==> src/rtl/syncfld_pkg.sv <==
package syncfld_pkg;
  typedef struct packed {
    logic hLead;
    logic vLead;
  } edgeStrb_t;
endpackage

==> src/rtl/syncfld_chan.sv <==
module syncfld_chan #(
  parameter int STAGES = 2
) (
  input  logic clk,
  input  logic rstN,
  input  logic rawIn,
  input  logic polPos,
  output logic normOut,
  output logic leadOut
);
  logic [STAGES-1:0] pipeQ;
  logic              prevQ;

  always_ff @(posedge clk) begin
    if (!rstN) pipeQ <= '0;
    else       pipeQ <= {pipeQ[STAGES-2:0], rawIn};
  end

  // Active-high form of the synchronized input
  assign normOut = polPos ? pipeQ[STAGES-1] : ~pipeQ[STAGES-1];

  // Previous level resets high so no edge is reported straight out of reset
  always_ff @(posedge clk) begin
    if (!rstN) prevQ <= 1'b1;
    else       prevQ <= normOut;
  end

  assign leadOut = normOut & ~prevQ;
endmodule

==> src/rtl/syncfld_ctrl.sv <==
module syncfld_ctrl
  import syncfld_pkg::*;
#(
  parameter int SYNC_STAGES = 2
) (
  input  logic      clk,
  input  logic      rstN,
  input  logic      hsyncRaw,
  input  logic      vsyncRaw,
  input  logic      hPolPos,
  input  logic      vPolPos,
  output logic      hsyncNorm,
  output logic      vsyncNorm,
  output edgeStrb_t strb
);
  localparam int NUM_CH = 2;

  logic [NUM_CH-1:0] rawV;
  logic [NUM_CH-1:0] polV;
  logic [NUM_CH-1:0] normV;
  logic [NUM_CH-1:0] leadV;

  assign rawV = {vsyncRaw, hsyncRaw};
  assign polV = {vPolPos, hPolPos};

  for (genvar g = 0; g < NUM_CH; g++) begin : g_chan
    syncfld_chan #(.STAGES(SYNC_STAGES)) u_chan (
      .clk    (clk),
      .rstN   (rstN),
      .rawIn  (rawV[g]),
      .polPos (polV[g]),
      .normOut(normV[g]),
      .leadOut(leadV[g])
    );
  end

  assign hsyncNorm  = normV[0];
  assign vsyncNorm  = normV[1];
  assign strb.hLead = leadV[0];
  assign strb.vLead = leadV[1];
endmodule

==> src/rtl/syncfld_datapath.sv <==
module syncfld_datapath
  import syncfld_pkg::*;
#(
  parameter int CLKS_PER_US = 4,
  parameter int DELAY_W     = 6,
  parameter int LINE_US     = 64
) (
  input  logic               clk,
  input  logic               rstN,
  input  edgeStrb_t          strb,
  input  logic [DELAY_W-1:0] hDelayUs,
  output logic               dLead,
  output logic               fieldOdd
);
  localparam int LINE_CYC = LINE_US * CLKS_PER_US;
  localparam int HALF_CYC = LINE_CYC / 2;
  localparam int CNT_W    = $clog2((1 << DELAY_W) * CLKS_PER_US);
  localparam int POS_W    = $clog2(2 * LINE_CYC);
  localparam logic [POS_W-1:0] POS_MAX = '1;

  logic [CNT_W-1:0] targetCyc;
  logic [CNT_W-1:0] cntQ;
  logic             armedQ;
  logic [POS_W-1:0] posQ;
  logic [POS_W-1:0] effPos;
  logic             fieldQ;

  assign targetCyc = CNT_W'(hDelayUs) * CNT_W'(CLKS_PER_US);

  // Delay counter: restarted by every horizontal leading edge
  always_ff @(posedge clk) begin
    if (!rstN) begin
      armedQ <= 1'b0;
      cntQ   <= '0;
    end else if (strb.hLead) begin
      armedQ <= (targetCyc != '0);
      cntQ   <= CNT_W'(1);
    end else if (armedQ) begin
      if (cntQ >= targetCyc) armedQ <= 1'b0;
      else                   cntQ   <= cntQ + 1'b1;
    end
  end

  assign dLead = (strb.hLead && (targetCyc == '0)) ||
                 (!strb.hLead && armedQ && (cntQ >= targetCyc));

  // Position within the delayed line, saturating
  always_ff @(posedge clk) begin
    if (!rstN)             posQ <= POS_MAX;
    else if (dLead)        posQ <= POS_W'(1);
    else if (posQ != POS_MAX) posQ <= posQ + 1'b1;
  end

  assign effPos = dLead ? '0 : posQ;

  always_ff @(posedge clk) begin
    if (!rstN)           fieldQ <= 1'b0;
    else if (strb.vLead) fieldQ <= (effPos < POS_W'(HALF_CYC));
  end

  assign fieldOdd = fieldQ;
endmodule

==> src/rtl/syncfld_top.sv <==
module syncfld_top
  import syncfld_pkg::*;
#(
  parameter int CLKS_PER_US = 4,
  parameter int DELAY_W     = 6,
  parameter int LINE_US     = 64,
  parameter int SYNC_STAGES = 2
) (
  input  logic               clk,
  input  logic               rstN,
  input  logic               hsyncRaw,
  input  logic               vsyncRaw,
  input  logic               hPolPos,
  input  logic               vPolPos,
  input  logic [DELAY_W-1:0] hDelayUs,
  output logic               hsyncNorm,
  output logic               vsyncNorm,
  output logic               fieldOdd
);
  edgeStrb_t strb;
  logic      dLead;

  syncfld_ctrl #(.SYNC_STAGES(SYNC_STAGES)) u_ctrl (
    .clk      (clk),
    .rstN     (rstN),
    .hsyncRaw (hsyncRaw),
    .vsyncRaw (vsyncRaw),
    .hPolPos  (hPolPos),
    .vPolPos  (vPolPos),
    .hsyncNorm(hsyncNorm),
    .vsyncNorm(vsyncNorm),
    .strb     (strb)
  );

  syncfld_datapath #(
    .CLKS_PER_US(CLKS_PER_US),
    .DELAY_W    (DELAY_W),
    .LINE_US    (LINE_US)
  ) u_dp (
    .clk     (clk),
    .rstN    (rstN),
    .strb    (strb),
    .hDelayUs(hDelayUs),
    .dLead   (dLead),
    .fieldOdd(fieldOdd)
  );
endmodule

==> config.mk <==
export PLATFORM = sky130hd
export DESIGN_NAME = syncfld_top
export DESIGN_NICKNAME = d
export VERILOG_FILES = /design/src/rtl/syncfld_pkg.sv /design/src/rtl/syncfld_chan.sv /design/src/rtl/syncfld_ctrl.sv /design/src/rtl/syncfld_datapath.sv /design/src/rtl/syncfld_top.sv
export SDC_FILE = /design/constraint.sdc
export NUM_CORES = 1
export LEC_CHECK = 0
export ABC_AREA = 1
export BUFFER_PORTS_ARGS = -buffer_cell sky130_fd_sc_hd__buf_2
export CAP_MARGIN = 40
export CORE_MARGIN = 2
export CORE_UTILIZATION = 60
export CTS_CLUSTER_SIZE = 24
export DETAILED_ROUTE_END_ITERATION = 6
export GPL_TIMING_DRIVEN = 0
export PLACE_DENSITY = 0.92
export SYNTH_ARGS = -nofsm -noshare
export SYNTH_HDL_FRONTEND = slang
export SYNTH_SLANG_ARGS = --single-unit
export TNS_END_PERCENT = 50
==> constraint.sdc <==
create_clock -name clk -period 4 [get_ports clk]
set_input_delay 0.8 -clock clk [delete_from_list [all_inputs] [get_ports clk]]
set_output_delay 0.8 -clock clk [all_outputs]
set_load 0.01 [all_outputs]
==> results of run 1 <==
power by group:
group	leakage [nW]	switching (W)	internal, W
combinational	0.583	0.000139	0.000116
sequential	0.206	0.0000288	0.000287
clock	0.0150	0.0000702	0.0000390
total	0.804	0.000238	0.000442
routing by layer:
layer,up-vias,part of all wire [%],track usage [%]
li1,629,-,-
met4,0,2.3,11.4
met3,7,3.6,4.02
met2,29,46,35.2
met1,515,48,21.7
met5,-,0,0
cells in the mapped netlist, types with 2 or more instances:
cell type,n
inv_2,2
or2_1,2
inv_1,32
ha_1,10
nand4_1,2
nand3b_1,2
nand2_4,2
o21ai_0,3
xor2_1,6
dfxtp_1,25
nand2_1,55
o21ai_1,4
nor2_1,12
nand3_1,9
a21oi_1,11
xnor2_1,3
cell type report:
cell class	instances	area (µm²)	share of cell area, %
multi-input combinational	131	748	49.5
sequential	25	500	33.1
inverter	34	128	8.44
timing repair buffer	13	65.1	4.30
tap	28	35.0	2.32
clock buffer	4	26.3	1.74
buffer	2	8.76	0.579
worst min path at each step:
stage,depth (start not counted),from,to,slack [ns]
finish,2,u_ctrl.g_chan[0].u_chan.pipeQ[0],u_ctrl.g_chan[0].u_chan.pipeQ[1],0.43
global route,2,u_ctrl.g_chan[0].u_chan.pipeQ[0],u_ctrl.g_chan[0].u_chan.pipeQ[1],0.46
CTS,2,u_ctrl.g_chan[0].u_chan.pipeQ[0],u_ctrl.g_chan[0].u_chan.pipeQ[1],0.43
detailed placement,2,u_ctrl.g_chan[0].u_chan.pipeQ[0],u_ctrl.g_chan[0].u_chan.pipeQ[1],0.41
global placement,2,u_ctrl.g_chan[0].u_chan.pipeQ[0],u_ctrl.g_chan[0].u_chan.pipeQ[1],0.39
floorplan,2,u_ctrl.g_chan[0].u_chan.pipeQ[0],u_ctrl.g_chan[0].u_chan.pipeQ[1],0.39
state kept, by name, summed over array words and instances (netlist names):
| register | count |
|---|---|
| u_ctrl.g_chan.u_chan.pipeQ | 4 |
| u_dp.cntQ | 8 |
| u_dp.armedQ | 1 |
| u_dp.fieldOdd | 1 |
| u_dp.posQ | 9 |
| u_ctrl.g_chan.u_chan.prevQ | 2 |
through the flow:
| step | hold WS, ns | worst slack (ns) |
|---|---|---|
| finish | 0.431 | 1.89 |
| global route | 0.459 | 1.82 |
| CTS | 0.434 | 1.88 |
| detailed placement | 0.405 | 1.77 |
| global placement | 0.394 | 1.77 |
| floorplan | 0.390 | 2.06 |
cells in the final DEF, fill, tap and decap left out:
master    netlist  routed
inv_2           2       2
xor2_1          6       6
nor2_1         12      12
a21oi_2         1       1
buf_1           1       1
inv_1          32      32
nor2_2          1       1
a21oi_1        11      11
nand3_2         1       1
clkbuf_1        0       1
o21ai_0         3       3
dfxtp_1        25      25
nand3b_4        1       1
nand2_2         1       1
o21bai_1        1       1
or2_2           1       1
nand2_4         2       2
xnor2_1         3       3
nand4_2         1       1
nand2_1        55      55
nand3_1         9       9
nor2_4          1       1
nand3b_1        2       2
ha_1           10      10
nand4_1         2       2
o21ai_1         4       4
or2_1           2       2
buf_2           1      14
clkbuf_4        0       3
nor4_1          1       1
critical path, stage by stage:
cell and delay, ns:
buf_2 0.10, xor2_1 0.22, inv_1 0.06, buf_2 0.14
kinds of logic (layout without fill, tap and decap cells):
logic type	count (synthesis)	in the layout	share of synthesized area, %
buf+inv	36	53	9.85
fa+ha+maj	10	10	9.03
flops	25	25	36.1
compound gates	20	20	7.68
simple gates	92	92	31.6
xor+xnor	9	9	5.69
==> summary.md, run 1 <==
| Metric | Value |
|---|---|
| Avg Inst Size Synth | 7.21 µm² |
| Main area contributors after synthesis | dfxtp_1 36%, nand2_1 15%, ha_1 9.0%, inv_1 8.7%, a21oi_1 4.0% |
| Vias in the first global route | 1062 |
| Root Driver | clkbuf_4 |
| Synth area leader | dfxtp_1 |
| Input/output buffers | 13 |
| FILL cells | 198 |
| H-tree levels | 1 |
| Reg2reg path depth | 10 |
| Gate Count Post-Synth | roughly 190 |
| # hold bufs at CTS | 0 |
| Final worst path period need | 2.11 ns |
| Fmax achieved | between 0.4 and 0.5 GHz |
| Critical path startpoint | vPolPos |
| End point of the critical path | vsyncNorm |
| CTS clk-pin slew, worst paths | 0.12 ns |
| Max-Cap Viols | 0 |
| Antenna diodes | 0 |
| Worst-margin pin slew | 0.440 ns |
| Standard-cell rows | 17 |
| Cell area after synthesis | 1390 µm² |
| Vias per std cell | 4.98 |
| TritonCTS clock tree | built |
| Synthesized net count | 214 |
| RR Startpoint | u_dp.posQ[0] |
| Status | completed |
| Synth warn | 0 |
| Remaining global-route overflow | 0 |
| Total wire length | ~2300 µm |
| # Post-CTS Setup Buffers | 0 |
| Max Slew Vio Count | 0 |
| Fin crit share | 52.8% |
| Post-CTS Resized | 0 |
| Routability cong. | roughly 0.8 |
| CTS buffer count | 3 |
| Final Non-Filler Cells | roughly 240 |
| PD cells | about 450 nW/µm² |
| Setup tns final | 0 ns |
| Area of the die | 2710 µm² |
| Most used DFF post-synth | dfxtp_1 |
| First-pass GRT wire length | 3980 µm |
| Fraction of registers with async set/reset | 0% |
| Nets | 232 |
| Max_slew headroom | 70.7% |
| Synth top area share | 36.1% |
| CP arrival | 1.31 ns |
| Clock Latency Late Sink | 0.31 ns |
| Lkg Pwr | 0.804 nW |
| DIE HEIGHT | 52.0 µm |
| Starting Density | 63.2% |
| Post-DP HPWL | about 1800 µm |
| Chip width | 52.0 µm |
| Worst-case clock buffer depth | 2 |
| DR iter-0 viols | 36 |
| DRC | 0 |
| DP Cell Count | ~230 |
| Global-route usage over all layers | 19.9% |
| Final setup violation count | 0 |
| Worst min path class | flip-flop to flip-flop |
| Critical path launch point type | input pin |
| Register area share after synthesis | 36.1% |
| Area after DPL | 1490 µm² |
| Yosys reg bits | 25 |
| Setup Crit Path Kind | input pin to output pin |
| Area Overhead vs Synth | 9.12% |
| # IOs | 15 |
| Drt first pass iters | 4 |
| Total number of vias | 1180 |
| R2r endpoint | u_dp.posQ[5] |
| Largest net degree at the start of global routing | 14 |
| Antenna violations before repair | 0 |
| Core Box Area | 2190 µm² |
| Worst Clk Skew | between 0.0015 and 0.002 ns |
| Wire per inst | 9.90 µm |
| Worst setup EP type | output pin |
| Maximum vdd drop | 0.442 mV |
| Count of cell types in the netlist | 28 |
| # clock sinks | 25 |
| Routed Antenna Nets | 0 |
| Overall Power | between 0.0006 and 0.0007 W |
| Post-synth EDFFs | 0 |
| Critical Path Fanout Max | 3 |
| Share of layout cells above drive strength 1 | 13.9% |
| Required time worst endpoint | 3.20 ns |
| Finished Cell Area | 1510 µm² |
| Unrepaired setup endpoints after global routing | false |
| Layout Utilization | 69.0% |
| Register-to-register setup slack | 2.08 ns |
| Hold Fails Final Rpt | 0 |
Note: power is estimated with default switching activity, not from simulation.
==> run 2: changes to the inputs <==
--- a/config.mk
+++ b/config.mk
@@ -9,11 +9,11 @@
 export BUFFER_PORTS_ARGS = -buffer_cell sky130_fd_sc_hd__buf_2
 export CAP_MARGIN = 40
 export CORE_MARGIN = 2
-export CORE_UTILIZATION = 60
+export CORE_UTILIZATION = 57
 export CTS_CLUSTER_SIZE = 24
 export DETAILED_ROUTE_END_ITERATION = 6
 export GPL_TIMING_DRIVEN = 0
-export PLACE_DENSITY = 0.92
+export PLACE_DENSITY = 0.89
 export SYNTH_ARGS = -nofsm -noshare
 export SYNTH_HDL_FRONTEND = slang
 export SYNTH_SLANG_ARGS = --single-unit
==> constraint.sdc (replaced) <==
create_clock -name clk -period 2.21 [get_ports clk]
set_input_delay 0.442 -clock clk [delete_from_list [all_inputs] [get_ports clk]]
set_output_delay 0.442 -clock clk [all_outputs]
set_load 0.01 [all_outputs]
==> summary.md, run 2 (same netlist as run 1, synthesis figures left out) <==
| Metric | Value |
|---|---|
| DP Cell Count | 233 (unchanged) |
| Switching power | 0.000429 W (was 0.000238 W) |
| # IOs | 15 (unchanged) |
| Max Slew Vio Count | 0 (unchanged) |
| Max_slew headroom | 70.9% (was 70.7%) |
| Final worst path period need | 1.84 ns |
| Slowest CP cell | dfxtp_1 (was xor2_1) |
| DRC | 0 (unchanged) |
| Commonest non-fill, non-tap cell in the layout | nand2_1 (unchanged) |
| Drt first pass iters | 5 (was 4) |
| Worst setup EP type | flip-flop (was output pin) |
| CTS buffer count | 3 (unchanged) |
| Fmax achieved | 0.542 GHz |
| Input/output buffers | 13 (unchanged) |
| Maximum vdd drop | 0.778 mV (was 0.442 mV) |
| FILL cells | 225 (was 198) |
| Total wire length | 2320 µm (was 2350 µm) |
| Critical Path Fanout Max | 5 (was 3) |
| DIE HEIGHT | 53.3 µm (was 52.0 µm) |
| H-tree levels | 1 (unchanged) |
| Antenna violations before repair | 0 (unchanged) |
| Area Overhead vs Synth | 9.12% (unchanged) |
| Critical path launch point type | flip-flop (was input pin) |
| Clock Latency Late Sink | 0.32 ns (was 0.31 ns) |
| Largest stage delay, worst path | 0.41 ns (was 0.22 ns) |
| Flip-flop count of the largest register after layout | 9 (unchanged) |
| # hold bufs at CTS | 0 (unchanged) |
| Post-DP HPWL | 1840 µm (was 1830 µm) |
| R2r endpoint | u_dp.posQ[7] (was u_dp.posQ[5]) |
| Final setup violation count | 0 (unchanged) |
| Core Box Area | 2250 µm² (was 2190 µm²) |
| Vias per std cell | 5.01 (was 4.98) |
| Flop pwr share | 46.4% (about the same) |
| Routed Antenna Nets | 0 (unchanged) |
| Setup Crit Path Kind | flip-flop to flip-flop (was input pin to output pin) |
| Global-route usage over all layers | 18.9% (was 19.9%) |
| Largest reg by FF count | u_dp.posQ (unchanged) |
| Worst min path class | input pin to flip-flop (was flip-flop to flip-flop) |
| Register-to-register setup slack | 0.37 ns (was 2.08 ns) |
| Area of the die | 2840 µm² (was 2710 µm²) |
| # clock sinks | 25 (unchanged) |
| Total number of vias | 1187 (was 1180) |
| Status | completed (unchanged) |
| Hold path start | hsyncRaw (was u_ctrl.g_chan[0].u_chan.pipeQ[0]) |
| End point of the critical path | u_dp.posQ[7] (was vsyncNorm) |
| First-pass GRT wire length | 3950 µm (was 3980 µm) |
| Worst-margin pin slew | 0.437 ns (was 0.440 ns) |
| Max-Cap Viols | 0 (unchanged) |
| Nets | 232 (unchanged) |
| DR iter-0 viols | 14 (was 36) |
| Critical path startpoint | u_dp.posQ[0] (was vPolPos) |
| Final Non-Filler Cells | 237 (unchanged) |
| Wire per inst | 9.80 µm (was 9.90 µm) |
| Worst slack at placement | 0.285 ns (was 1.77 ns) |
| Vias in the first global route | 1031 (was 1062) |
| Worst-case clock buffer depth | 2 (unchanged) |
| RR Startpoint | u_dp.posQ[0] (unchanged) |
| # Post-CTS Setup Buffers | 0 (unchanged) |
| Antenna diodes | 0 (unchanged) |
| Starting Density | 61.4% (was 63.2%) |
| Hold Fails Final Rpt | 0 (unchanged) |
| Remaining global-route overflow | 0 (unchanged) |
| Comb pwr share | 37.3% (was 37.5%) |
| Required time worst endpoint | 2.41 ns (was 3.20 ns) |
| TritonCTS clock tree | built (unchanged) |
| Standard-cell rows | 17 (unchanged) |
| Net Sw Frac | 35.0% (about the same) |
| Share of layout cells above drive strength 1 | 13.9% (unchanged) |
| Post-CTS Resized | 0 (unchanged) |
| Setup tns final | 0 ns (unchanged) |
| PD cells | 813 nW/µm² (was 450 nW/µm²) |
| Routability cong. | 0.798 (was 0.812) |
| Final WS setup | 0.365 ns (was 1.89 ns) |
| Fin crit share | 83.5% |
| Layout Utilization | 67.0% (was 69.0%) |
| CTS clk-pin slew, worst paths | 0.12 ns (about the same) |
| Internal power | 0.000799 W (was 0.000442 W) |
| Largest net degree at the start of global routing | 14 (unchanged) |
| CP arrival | 2.04 ns (was 1.31 ns) |
| Most frequent cells in the layout | 55 x nand2_1, 32 x inv_1, 25 x dfxtp_1 (unchanged) |
| Root Driver | clkbuf_4 (unchanged) |
| Unrepaired setup endpoints after global routing | false (unchanged) |
| Clock power share | 16.3% (was 16.1%) |
| Worst path cell trace | ha_1 > nand2_1 > nor4_1 > ha_1 > inv_2 > nand4_2 > nor2_2 > nand2_1 > nand2_1 > nand2_1 > o21ai_1 (was buf_2 > xor2_1 > inv_1 > buf_2) |
| Worst Clk Skew | 0.00231 ns (was 0.00180 ns) |
| Chip width | 53.3 µm (was 52.0 µm) |
| Area after DPL | 1490 µm² (unchanged) |
| Lkg Pwr | 0.804 nW (unchanged) |
| Reg2reg path depth | 11 (was 10) |
| Most used cell, CP | nand2_1 (was buf_2) |
| Largest regs | u_dp.posQ x9, u_dp.cntQ x8, u_ctrl.g_chan.u_chan.pipeQ x4 (unchanged) |
| Finished Cell Area | 1510 µm² (unchanged) |
[run 2: layer usage]
metal	GRT usage [%]	up-vias	wire length, µm	share of wire (%)
met1	21.7	533	1110	48
met2	34.4	18	1100	47
li1	-	631	-	-
met5	0	-	0	0
met3	1.69	5	66	2.8
met4	8.97	0	45	1.9
[run 2: area by class of cell]
cell class | instances | area (µm²) | share of cell area [%]
buffer | 2 | 8.76 | 0.579
tap | 28 | 35.0 | 2.32
sequential | 25 | 500 | 33.1
clock buffer | 4 | 26.3 | 1.74
multi-input combinational | 131 | 748 | 49.5
inverter | 34 | 128 | 8.44
timing repair buffer | 13 | 65.1 | 4.30
[run 2: worst min path at each step]
stage / endpoint / slack [ns] / cells after the start
3_5_place_dp: u_ctrl.g_chan[0].u_chan.pipeQ[1] / 0.42 / 2
6_report: u_ctrl.g_chan[0].u_chan.pipeQ[0] / 0.30 / 3
4_1_cts: u_ctrl.g_chan[0].u_chan.pipeQ[0] / 0.30 / 3
3_3_place_gp: u_ctrl.g_chan[1].u_chan.pipeQ[1] / 0.39 / 2
5_1_grt: u_ctrl.g_chan[0].u_chan.pipeQ[0] / 0.30 / 3
2_1_floorplan: u_ctrl.g_chan[0].u_chan.pipeQ[1] / 0.39 / 2
[run 2: worst max-delay path, delay by kind of cell (launching register included)]
family,cells,cell delay [ns]
DFF,1,0.41
AOI/OAI and AO/OA,1,0.07
adders and majority gates,2,0.50
buffers and inverters,1,0.09
and+or+nand+nor,7,0.66
[run 2: power by group through the flow]
| stage | clock network, W | logic (W) | registers, W |
|---|---|---|---|
| final | 0.000200 | 0.000458 | 0.000570 |
| after global placement | 0 | 0.000437 | 0.000577 |
| after detailed placement | 0 | 0.000454 | 0.000579 |
| after global routing | 0.000222 | 0.000530 | 0.000579 |
| after floorplan | 0 | 0.000376 | 0.000570 |
| after CTS | 0.000208 | 0.000461 | 0.000571 |
[run 2: through the flow]
step	power (W)	hold slack, ns
after floorplan	0.000946	0.390
after CTS	0.00124	0.297
after global placement	0.00101	0.392
after detailed placement	0.00103	0.422
after global routing	0.00133	0.303
final	0.00123	0.303
